[src/rtl/xfer_fifo_pkg.sv]
`timescale 1ns/1ps
package xfer_fifo_pkg;
  localparam int FIFO_DEPTH = 8;
  localparam int BYTE_W     = 8;
  localparam int MARK_W     = 4;
  localparam int RESID_W    = 16;

  // Decoded host access for one cycle
  typedef struct packed {
    logic take_wr;   // host write accepted into the FIFO
    logic take_rd;   // host read accepted from the FIFO
    logic bad_dir;   // access with no command or in the wrong direction
    logic overrun;   // full write / empty read without pacing
  } host_dec_t;
endpackage

[src/rtl/xfer_fifo_store.sv]
`timescale 1ns/1ps
module xfer_fifo_store #(
  parameter  int DEPTH = 8,
  parameter  int DW    = 8,
  localparam int PTR_W = (DEPTH > 1) ? $clog2(DEPTH) : 1,
  localparam int CNT_W = $clog2(DEPTH + 1)
) (
  input  logic             clk,
  input  logic             rst_n,
  input  logic             push,
  input  logic [DW-1:0]    push_data,
  input  logic             pop,
  output logic [DW-1:0]    head,
  output logic [CNT_W-1:0] count
);
  logic [PTR_W-1:0] rd_ptr_q, rd_ptr_d;
  logic [PTR_W-1:0] wr_ptr_q, wr_ptr_d;
  logic [CNT_W-1:0] count_q, count_d;
  logic [DW-1:0]    mem_q [DEPTH];

  function automatic logic [PTR_W-1:0] bump(input logic [PTR_W-1:0] p);
    return (p == PTR_W'(DEPTH - 1)) ? '0 : p + 1'b1;
  endfunction

  always_comb begin
    rd_ptr_d = pop  ? bump(rd_ptr_q) : rd_ptr_q;
    wr_ptr_d = push ? bump(wr_ptr_q) : wr_ptr_q;
    unique case ({push, pop})
      2'b10:   count_d = count_q + 1'b1;
      2'b01:   count_d = count_q - 1'b1;
      default: count_d = count_q;
    endcase
  end

  always_ff @(posedge clk or negedge rst_n) begin
    if (!rst_n) begin
      rd_ptr_q <= '0;
      wr_ptr_q <= '0;
      count_q  <= '0;
    end else begin
      rd_ptr_q <= rd_ptr_d;
      wr_ptr_q <= wr_ptr_d;
      count_q  <= count_d;
    end
  end

  // storage carries no reset; written only under the push enable
  always_ff @(posedge clk) begin
    if (push) mem_q[wr_ptr_q] <= push_data;
  end

  assign head  = mem_q[rd_ptr_q];
  assign count = count_q;


  count_range_chk: assert property (@(posedge clk) disable iff (!rst_n)
    count_q <= CNT_W'(DEPTH));

  no_push_full_chk: assert property (@(posedge clk) disable iff (!rst_n)
    !(push && count_q == CNT_W'(DEPTH)));

  no_pop_empty_chk: assert property (@(posedge clk) disable iff (!rst_n)
    !(pop && count_q == '0));
endmodule

[src/rtl/xfer_fifo_level.sv]
`timescale 1ns/1ps
module xfer_fifo_level #(
  parameter  int CNT_W = 4,
  parameter  int MW    = 4,
  localparam int CMP_W = (CNT_W > MW) ? CNT_W : MW
) (
  input  logic [CNT_W-1:0] count,
  input  logic [MW-1:0]    hi_mark,
  input  logic [MW-1:0]    lo_mark,
  output logic             hi_flag,
  output logic             lo_flag
);
  logic [CMP_W-1:0] cnt_x, hi_x, lo_x;

  always_comb begin
    cnt_x   = CMP_W'(count);
    hi_x    = CMP_W'(hi_mark);
    lo_x    = CMP_W'(lo_mark);
    hi_flag = (cnt_x >= hi_x);
    lo_flag = (cnt_x <= lo_x);
  end
endmodule

[src/rtl/xfer_fifo_ctrl.sv]
`timescale 1ns/1ps
module xfer_fifo_ctrl
  import xfer_fifo_pkg::*;
#(
  parameter  int DEPTH = FIFO_DEPTH,
  parameter  int DW    = BYTE_W,
  parameter  int MW    = MARK_W,
  parameter  int RW    = RESID_W,
  localparam int CNT_W = $clog2(DEPTH + 1)
) (
  input  logic             clk,
  input  logic             rst_n,
  input  logic             cmd_active,
  input  logic             cmd_is_read,
  input  logic             cmd_start,
  input  logic             pacing_en,
  input  logic [MW-1:0]    hi_mark,
  input  logic [MW-1:0]    lo_mark,
  input  logic [RW-1:0]    front_resid,
  input  logic [RW-1:0]    back_resid,
  input  logic             host_wr,
  input  logic [DW-1:0]    host_wdata,
  input  logic             host_rd,
  output logic [DW-1:0]    host_rdata,
  input  logic             bus_ready,
  output logic             bus_tx_valid,
  output logic [DW-1:0]    bus_tx_data,
  output logic             bus_rx_req,
  input  logic [DW-1:0]    bus_rx_data,
  output logic [CNT_W-1:0] fill_level,
  output logic             high_water,
  output logic             low_water,
  output logic             data_req,
  output logic             err_invalid,
  output logic             err_overrun
);
  host_dec_t        dec;
  logic             wr_mode, rd_mode, is_full, is_empty;
  logic             do_send, do_fetch, svc_done;
  logic             svc_pend_q, svc_pend_d;
  logic             err_inv_q, err_ovr_q;
  logic [DW-1:0]    rdata_q, rdata_d;
  logic             push, pop;
  logic [DW-1:0]    push_data, head;
  logic [CNT_W-1:0] count;
  logic [RW-1:0]    free_bytes;

  xfer_fifo_store #(.DEPTH(DEPTH), .DW(DW)) u_store (
    .clk       (clk),
    .rst_n     (rst_n),
    .push      (push),
    .push_data (push_data),
    .pop       (pop),
    .head      (head),
    .count     (count)
  );

  xfer_fifo_level #(.CNT_W(CNT_W), .MW(MW)) u_level (
    .count   (count),
    .hi_mark (hi_mark),
    .lo_mark (lo_mark),
    .hi_flag (high_water),
    .lo_flag (low_water)
  );

  // host access decode
  always_comb begin
    wr_mode  = cmd_active && !cmd_is_read;
    rd_mode  = cmd_active &&  cmd_is_read;
    is_full  = (count == CNT_W'(DEPTH));
    is_empty = (count == '0);
    dec.take_wr = host_wr && wr_mode && !is_full;
    dec.take_rd = host_rd && rd_mode && !is_empty;
    dec.bad_dir = (host_wr && !wr_mode) || (host_rd && !rd_mode);
    dec.overrun = !pacing_en &&
                  ((host_wr && wr_mode && is_full) ||
                   (host_rd && rd_mode && is_empty));
  end

  // bus-side service: one byte per pending request
  always_comb begin
    do_send  = svc_pend_q && wr_mode && bus_ready && !is_empty;
    do_fetch = svc_pend_q && rd_mode && bus_ready && !is_full;
    svc_done = !cmd_active ||
               (wr_mode && (is_empty || bus_ready)) ||
               (rd_mode && (is_full  || bus_ready));
    svc_pend_d = cmd_start || dec.take_wr || dec.take_rd ||
                 (svc_pend_q && !svc_done);
    push      = dec.take_wr || do_fetch;
    push_data = dec.take_wr ? host_wdata : bus_rx_data;
    pop       = dec.take_rd || do_send;
    rdata_d   = dec.take_rd ? head : rdata_q;
  end

  // data request from watermarks and residuals
  always_comb begin
    free_bytes = RW'(DEPTH) - RW'(count);
    data_req   = 1'b0;
    if (rd_mode)
      data_req = (high_water && !is_empty) || (front_resid == '0);
    else if (wr_mode)
      data_req = (free_bytes >= back_resid) || low_water;
  end

  always_ff @(posedge clk or negedge rst_n) begin
    if (!rst_n) begin
      svc_pend_q <= 1'b0;
      err_inv_q  <= 1'b0;
      err_ovr_q  <= 1'b0;
      rdata_q    <= '0;
    end else begin
      svc_pend_q <= svc_pend_d;
      err_inv_q  <= dec.bad_dir;
      err_ovr_q  <= dec.overrun;
      rdata_q    <= rdata_d;
    end
  end

  assign host_rdata   = rdata_q;
  assign bus_tx_valid = do_send;
  assign bus_tx_data  = head;
  assign bus_rx_req   = do_fetch;
  assign fill_level   = count;
  assign err_invalid  = err_inv_q;
  assign err_overrun  = err_ovr_q;


  overrun_pacing_chk: assert property (@(posedge clk) disable iff (!rst_n)
    err_overrun |-> !$past(pacing_en));

  invalid_cause_chk: assert property (@(posedge clk) disable iff (!rst_n)
    err_invalid |-> $past(host_wr || host_rd));

  fetch_grows_chk: assert property (@(posedge clk) disable iff (!rst_n)
    (bus_rx_req && !host_rd) |=> fill_level == $past(fill_level) + 1'b1);

  send_shrinks_chk: assert property (@(posedge clk) disable iff (!rst_n)
    (bus_tx_valid && !host_wr) |=> fill_level == $past(fill_level) - 1'b1);
endmodule

[config.mk]
export PLATFORM = sky130hd
export DESIGN_NAME = xfer_fifo_ctrl
export DESIGN_NICKNAME = d
export VERILOG_FILES = /design/src/rtl/xfer_fifo_pkg.sv /design/src/rtl/xfer_fifo_store.sv /design/src/rtl/xfer_fifo_level.sv /design/src/rtl/xfer_fifo_ctrl.sv
export SDC_FILE = /design/constraint.sdc
export NUM_CORES = 1
export LEC_CHECK = 0
export BUFFER_PORTS_ARGS = -buffer_cell sky130_fd_sc_hd__buf_2
export CAP_MARGIN = 25
export CORE_MARGIN = 8
export CORE_UTILIZATION = 49
export CTS_CLUSTER_SIZE = 14
export DETAILED_ROUTE_END_ITERATION = 6
export PLACE_DENSITY_LB_ADDON = 0.1
export SETUP_SLACK_MARGIN = 0.3
export SLEW_MARGIN = 20
export SYNTH_ARGS = -nofsm -noshare
export SYNTH_HDL_FRONTEND = slang
export SYNTH_SLANG_ARGS = --single-unit
[constraint.sdc]
create_clock -name clk -period 2.4 [get_ports clk]
set_input_delay 0.12 -clock clk [delete_from_list [all_inputs] [get_ports clk]]
set_output_delay 0.12 -clock clk [all_outputs]
set_load 0.01 [all_outputs]
# After elaboration in Yosys (flattened, before gate mapping)
# Memory sizes are Yosys's and may differ from the RTL's.
# Index checks and enable logic that the tools add are counted.
[totals]
regBits = 21
ramBits = 64
inputBits = 65
out_inout_bits = 27
word_cells = 74
memories = 1
[mem_list]
columns = ["memory", "words", "width", "rd", "rd_ports_with_merged_regs", "wr", "line", "source"]
rows = [
  ["u_store.mem_q", 8, 8, 1, 0, 1, "xfer_fifo_store.sv:19", "logic [DW-1:0] mem_q [DEPTH];"],
]
[op_classes]
addsub = 5
order_cmp = 3
n_eq_ne = 5
mux = 8
reduce_logical = 45
[op_table]
columns = ["op", "count"]
rows = [
  ["logical AND 1 bit", 21],
  [">= comparator 16 bit", 1],
  ["logical NOT 16 bit", 1],
  ["logical OR 1 bit", 13],
  ["logical NOT 1 bit", 8],
  ["two-way mux 8 bit", 1],
  ["case mux 4 bit (2 select lines)", 1],
  ["adder 3 x 1 -> 3 bit, second input constant", 2],
  ["== test 3 bit, second input constant", 2],
  ["two-way mux 3 bit", 2],
  ["subtractor 4 x 4 -> 5 bit, first input constant", 1],
  ["adder 4 x 1 -> 4 bit, second input constant", 1],
  ["== test 4 bit, second input constant", 1],
  [">= comparator 4 bit", 1],
  ["<= comparator 4 bit", 1],
  ["logical NOT 4 bit", 1],
  ["two-way mux 1 bit", 4],
  ["subtractor 4 x 1 -> 4 bit, second input constant", 1],
  ["== test 2 x 1 -> 1 bit, second input constant", 1],
  ["== test 2 bit, second input constant", 1],
  ["nonzero test 2 bit", 1],
]

# Longest topological paths before layout
[logic_depth]
word_depth = 8
ltp_mapped = 12
depth_no_buf = 12

# By module
# From an unflattened synthesis, not the netlist that was laid out.
[unflattened]
cells_unflattened = 300
area_unflattened_um2 = 4365.4
[by_module_without_submodules]
columns = ["module", "instances", "cells_per_inst", "area_each_um2"]
rows = [
  ["xfer_fifo_store", 1, 149, 3059.2],
  ["xfer_fifo_ctrl", 1, 124, 1123.6],
  ["xfer_fifo_level", 1, 27, 182.7],
]

# Worst setup path after synthesis
# No wires, ideal clock.
[synth_timing]
kind = "register to output"
start = "register u_store.count_q[0] (netlist: u_store.count[0])"
end = "output port data_req"
t_arrival_ps = 2682
required_time_ps = 2280
path_slack_ps = -402
path_stages_with_launch = 11
n_path_buf = 0
path_cell_list = "dfrtp_1 inv_1 ha_1 and2b_1 nor2_1 ha_1 a21oi_1 o221ai_1 maj3_1 a21oi_1 o211ai_1"
[synth_between]
elab_chain_cells = 5
[synth_rtl]
columns = ["element", "line", "source"]
rows = [
  ["from (decl)", "xfer_fifo_store.sv:18", "logic [CNT_W-1:0] count_q, count_d;"],
  ["from (signal assigned)", "xfer_fifo_store.sv:43", "count_q <= count_d;"],
  ["subtractor 4 x 4 -> 5 bit / logical NOT 4 bit (equally long branches)", "xfer_fifo_ctrl.sv:97, xfer_fifo_ctrl.sv:71", ""],
  [">= comparator 16 bit / logical NOT 1 bit (equally long branches)", "xfer_fifo_ctrl.sv:102, xfer_fifo_ctrl.sv:100", ""],
  ["logical OR 1 bit / logical AND 1 bit (equally long branches)", "xfer_fifo_ctrl.sv:102, xfer_fifo_ctrl.sv:100", ""],
  ["two-way mux 1 bit / logical OR 1 bit (equally long branches)", "xfer_fifo_ctrl.sv:101, xfer_fifo_ctrl.sv:100", ""],
  ["two-way mux 1 bit (*)", "xfer_fifo_ctrl.sv:99", "if (rd_mode)"],
  ["to (decl)", "xfer_fifo_ctrl.sv:33", "output logic data_req,"],
]
# Every way passes the cells marked *; elsewhere a longest branch is shown, timed or not.

# Final worst setup path
# Ends and elaborated chain as after synthesis.

==> results.toml <==
[finish]
area_growth_syn_to_layout_pct = 34.0
stdcell_area_sq_mm = 0.00579
final_cells = 542
seq_area_sq_mm = 0.00245
drive_above_1_share_pct = 51.4
multi_input_area_sq_mm = 0.00199
n_antenna_cell = 0
fill_cells = 651
layout.nets = 523

[global_routing]
grt_pass1_wl_um = 15100
grt_antenna_before_repair = 0
grt_pass1_vias = 2872
grt_usage_pct = 16.6
grt-ovfl-total = 0
grt_start_max_net_pins = 22

[status]
status = "finished with violations"
violations = "setup timing"

[yosys]
synth_top_area_share_pct = 44.5
yosysTopAreaCell = "edfxtp_1"
yosysUniqueCellTypes = 48
synthesis.nets = 390
ys_ff_latch = 85
synth.most_common_cell = "edfxtp_1"
seq_area_frac_synth_pct = 56.7
synth_edf_count = 64
syn_area_per_cell_sq_um = 14.6
synthTopCellsByArea = "edfxtp_1 (45%), dfrtp_1 (12%), ha_1 (8.1%), mux4_1 (4.9%), mux4_2 (4.2%)"
syn_area_sq_mm = 0.00432
yosys_warnings = 0
synth_cells = 296
async_flop_share_pct = 24.7
synthTopCellsByCount = "edfxtp_1 (64), ha_1 (28), inv_1 (23)"
ys.flop_type = "edfxtp_1"

[clock_network]
cts_tree = "yes"
cts_root_buf = "clkbuf_8"
path_clk_slew_ns = 0.08
clockBufferDepth = 2
clkSinkCount = 85
clock_latency_ns = 0.34
numCtsBuffers = 9
cts_max_level = 3

[critical_path]
critPathKind = "reg -> out"
cp.arrival_ns = 2.42
crit_required_ns = 2.28
startpoint_type = "flip-flop"
critPathSlowestCell = "dfrtp_2"
timing.rr.end = "u_store.count[3]"
crit_path_cell_trace = "inv_4, ha_4, and2b_2, nor2_4, ha_1, nand4_1, o221ai_2, maj3_2, a21oi_2, o211ai_1, buf_2"
endpoint_kind = "output pin"
r2r_setup_slack_ns = 0.04
max_stage_delay_ns = 0.40
r2r_start = "u_store.count[0]"
cp-startpoint = "u_store.count[0]"
r2r_cells = 14
cp_max_fo = 4

[worst_hold_path]
min_to = "err_invalid"
hp-start = "host_rd"
hold_path_class = "in -> reg"
min_path_cells = 3

[die]
rows = 34
die_area_sq_mm = 0.0121
core_sq_mm = 0.00864
die_h_um = 110
io_pins = 92
fp.dieW_um = 110
initial_core_util_pct = 50.0

[power_and_ir_drop]
switching_share_pct = 34.8
internal_power_mw = 4.05
peakVddDrop_mv = 0.496
p_comb_share_pct = 50.0
p_switching_mw = 2.16
p_per_area_mw_per_mm2 = 1070
p_seq_share_pct = 34.2
p_leak_nw = 2.40
clkPwrFrac_pct = 15.8

[routing]
wl_met1_um = 4390
firstDrtPassIters = 4
dr_wl_met3_um = 643
vias = 2920
wl_um = 10200
drt_iter0_markers = 126
wire_per_inst_um = 18.8
via_per_inst = 5.39
highest_layer = "met4"
drc = 0
final_antenna_net_count = 0
wl_met2_um = 5090

[sta]
final.min_clock_period_ns = 2.54
clock_skew_ns = 0.00849
hold_violations = 0
fin_ws_ns = -0.139
max_freq_ghz = 0.394
post-route-period-util_pct = 106
rsz0062_at_grt = "yes"
slew_headroom_pct = 59.1
worst_slew_pin_slew_ns = 0.613
drv_slew = 0
setup_viol = 1

[placement]
place_congestion = 0.771
placed_cells = 508
dpl_cell_area_sq_mm = 0.00511
pre_cts_ws_ns = 0.0631
dpl.hpwl_um = 7120
io_buffers = 91

[flow_run]
drv_cap = 0
-- layer usage --
layer  global-route usage [%]  vias up
met2                     27.0       74
met4                     4.44        0
met3                     3.63        6
met1                     22.0     1444
met5                        0        -
li1                         -     1396
-- critical path: cells and delay by family (launching register included) --
kind,cells,cell delay (ns)
adder cells (fa/ha/maj),3,0.74
AND/OR/NAND/NOR,3,0.45
flip-flops,1,0.40
AO/OA/AOI/OAI,3,0.31
buffers and inverters,2,0.19
-- metrics by stage --
stage / power (mW) / TNS, ns / utilization [%] / hold slack, ns
after floorplan: 3.78 / 0 / - / -0.176
after global placement: 4.50 / 0 / 59.2 / 0.128
after detailed placement: 4.55 / 0 / 59.2 / 0.140
after CTS: 5.83 / -0.163 / 64.7 / 0.0656
after global routing: 6.60 / -0.330 / 67.0 / 0.0666
final: 6.21 / -0.139 / 67.0 / 0.0769
-- logic make-up (layout without fill, tap and decap cells) --
logic type | after synthesis | count (layout) | synth area share (%)
simple gates | 63 | 64 | 7.53
flops | 85 | 85 | 56.7
compound gates | 32 | 32 | 4.38
xor+xnor | 7 | 7 | 1.42
buf+inv | 32 | 169 | 3.42
fa+ha+maj | 30 | 30 | 8.81
mux | 47 | 47 | 17.8
-- repair_timing --
action,in CTS,in global routing
gates resized for setup,54,36
cloned,1,2
buffers inserted,8,4
hold buffers,3,0
endpoints found under the hold margin,23,0
pin swaps,15,6
setup endpoints to repair,109,143
-- area by class of cell --
class	instances	area share [%]
flip-flops and latches	85	42.4
inverters	24	1.60
clock inverters	5	1.06
multi-input cells	180	34.4
clock buffers	11	2.27
repair buffers	129	16.0
well taps	108	2.34
-- power groups by stage --
stage          registers, mW  clock network, mW  logic (mW)
3_5_place_dp            2.12                  0        2.43
6_report                2.12              0.982        3.11
3_3_place_gp            2.11                  0        2.39
2_1_floorplan           2.07                  0        1.71
5_1_grt                 2.15               1.07        3.38
4_1_cts                 2.08               1.02        2.73
-- flip-flops by register name (all words and copies together) (netlist names) --
name	flops
u_store.mem_q	64
svc_pend_q	1
u_store.count	4
u_store.rd_ptr_q	3
err_overrun	1
u_store.wr_ptr_q	3
err_invalid	1
host_rdata	8
-- how the worst max path moves through the flow --
stage	end	slack [ns]	cells past startpoint
4_1_cts	data_req	-0.16	10
3_3_place_gp	data_req	0.12	11
3_5_place_dp	data_req	0.06	11
5_1_grt	data_req	-0.29	10
6_report	data_req	-0.14	11
2_1_floorplan	u_store.count[3]	0.12	12
-- cell usage in the layout (no fill, tap or decap), types with 5 or more instances in the layout --
master / instances
mux4_2: 13
nand2_1: 12
buf_2: 84
buf_6: 18
nand4_1: 5
clkbuf_8: 9
edfxtp_1: 64
dfrtp_2: 5
nor2_1: 8
a21oi_1: 9
a21oi_2: 5
ha_1: 23
dfrtp_1: 16
nor2_4: 6
xnor2_1: 6
buf_4: 16
ha_4: 5
inv_1: 20
mux2_4: 22
(Power assumes the default switching activity.)
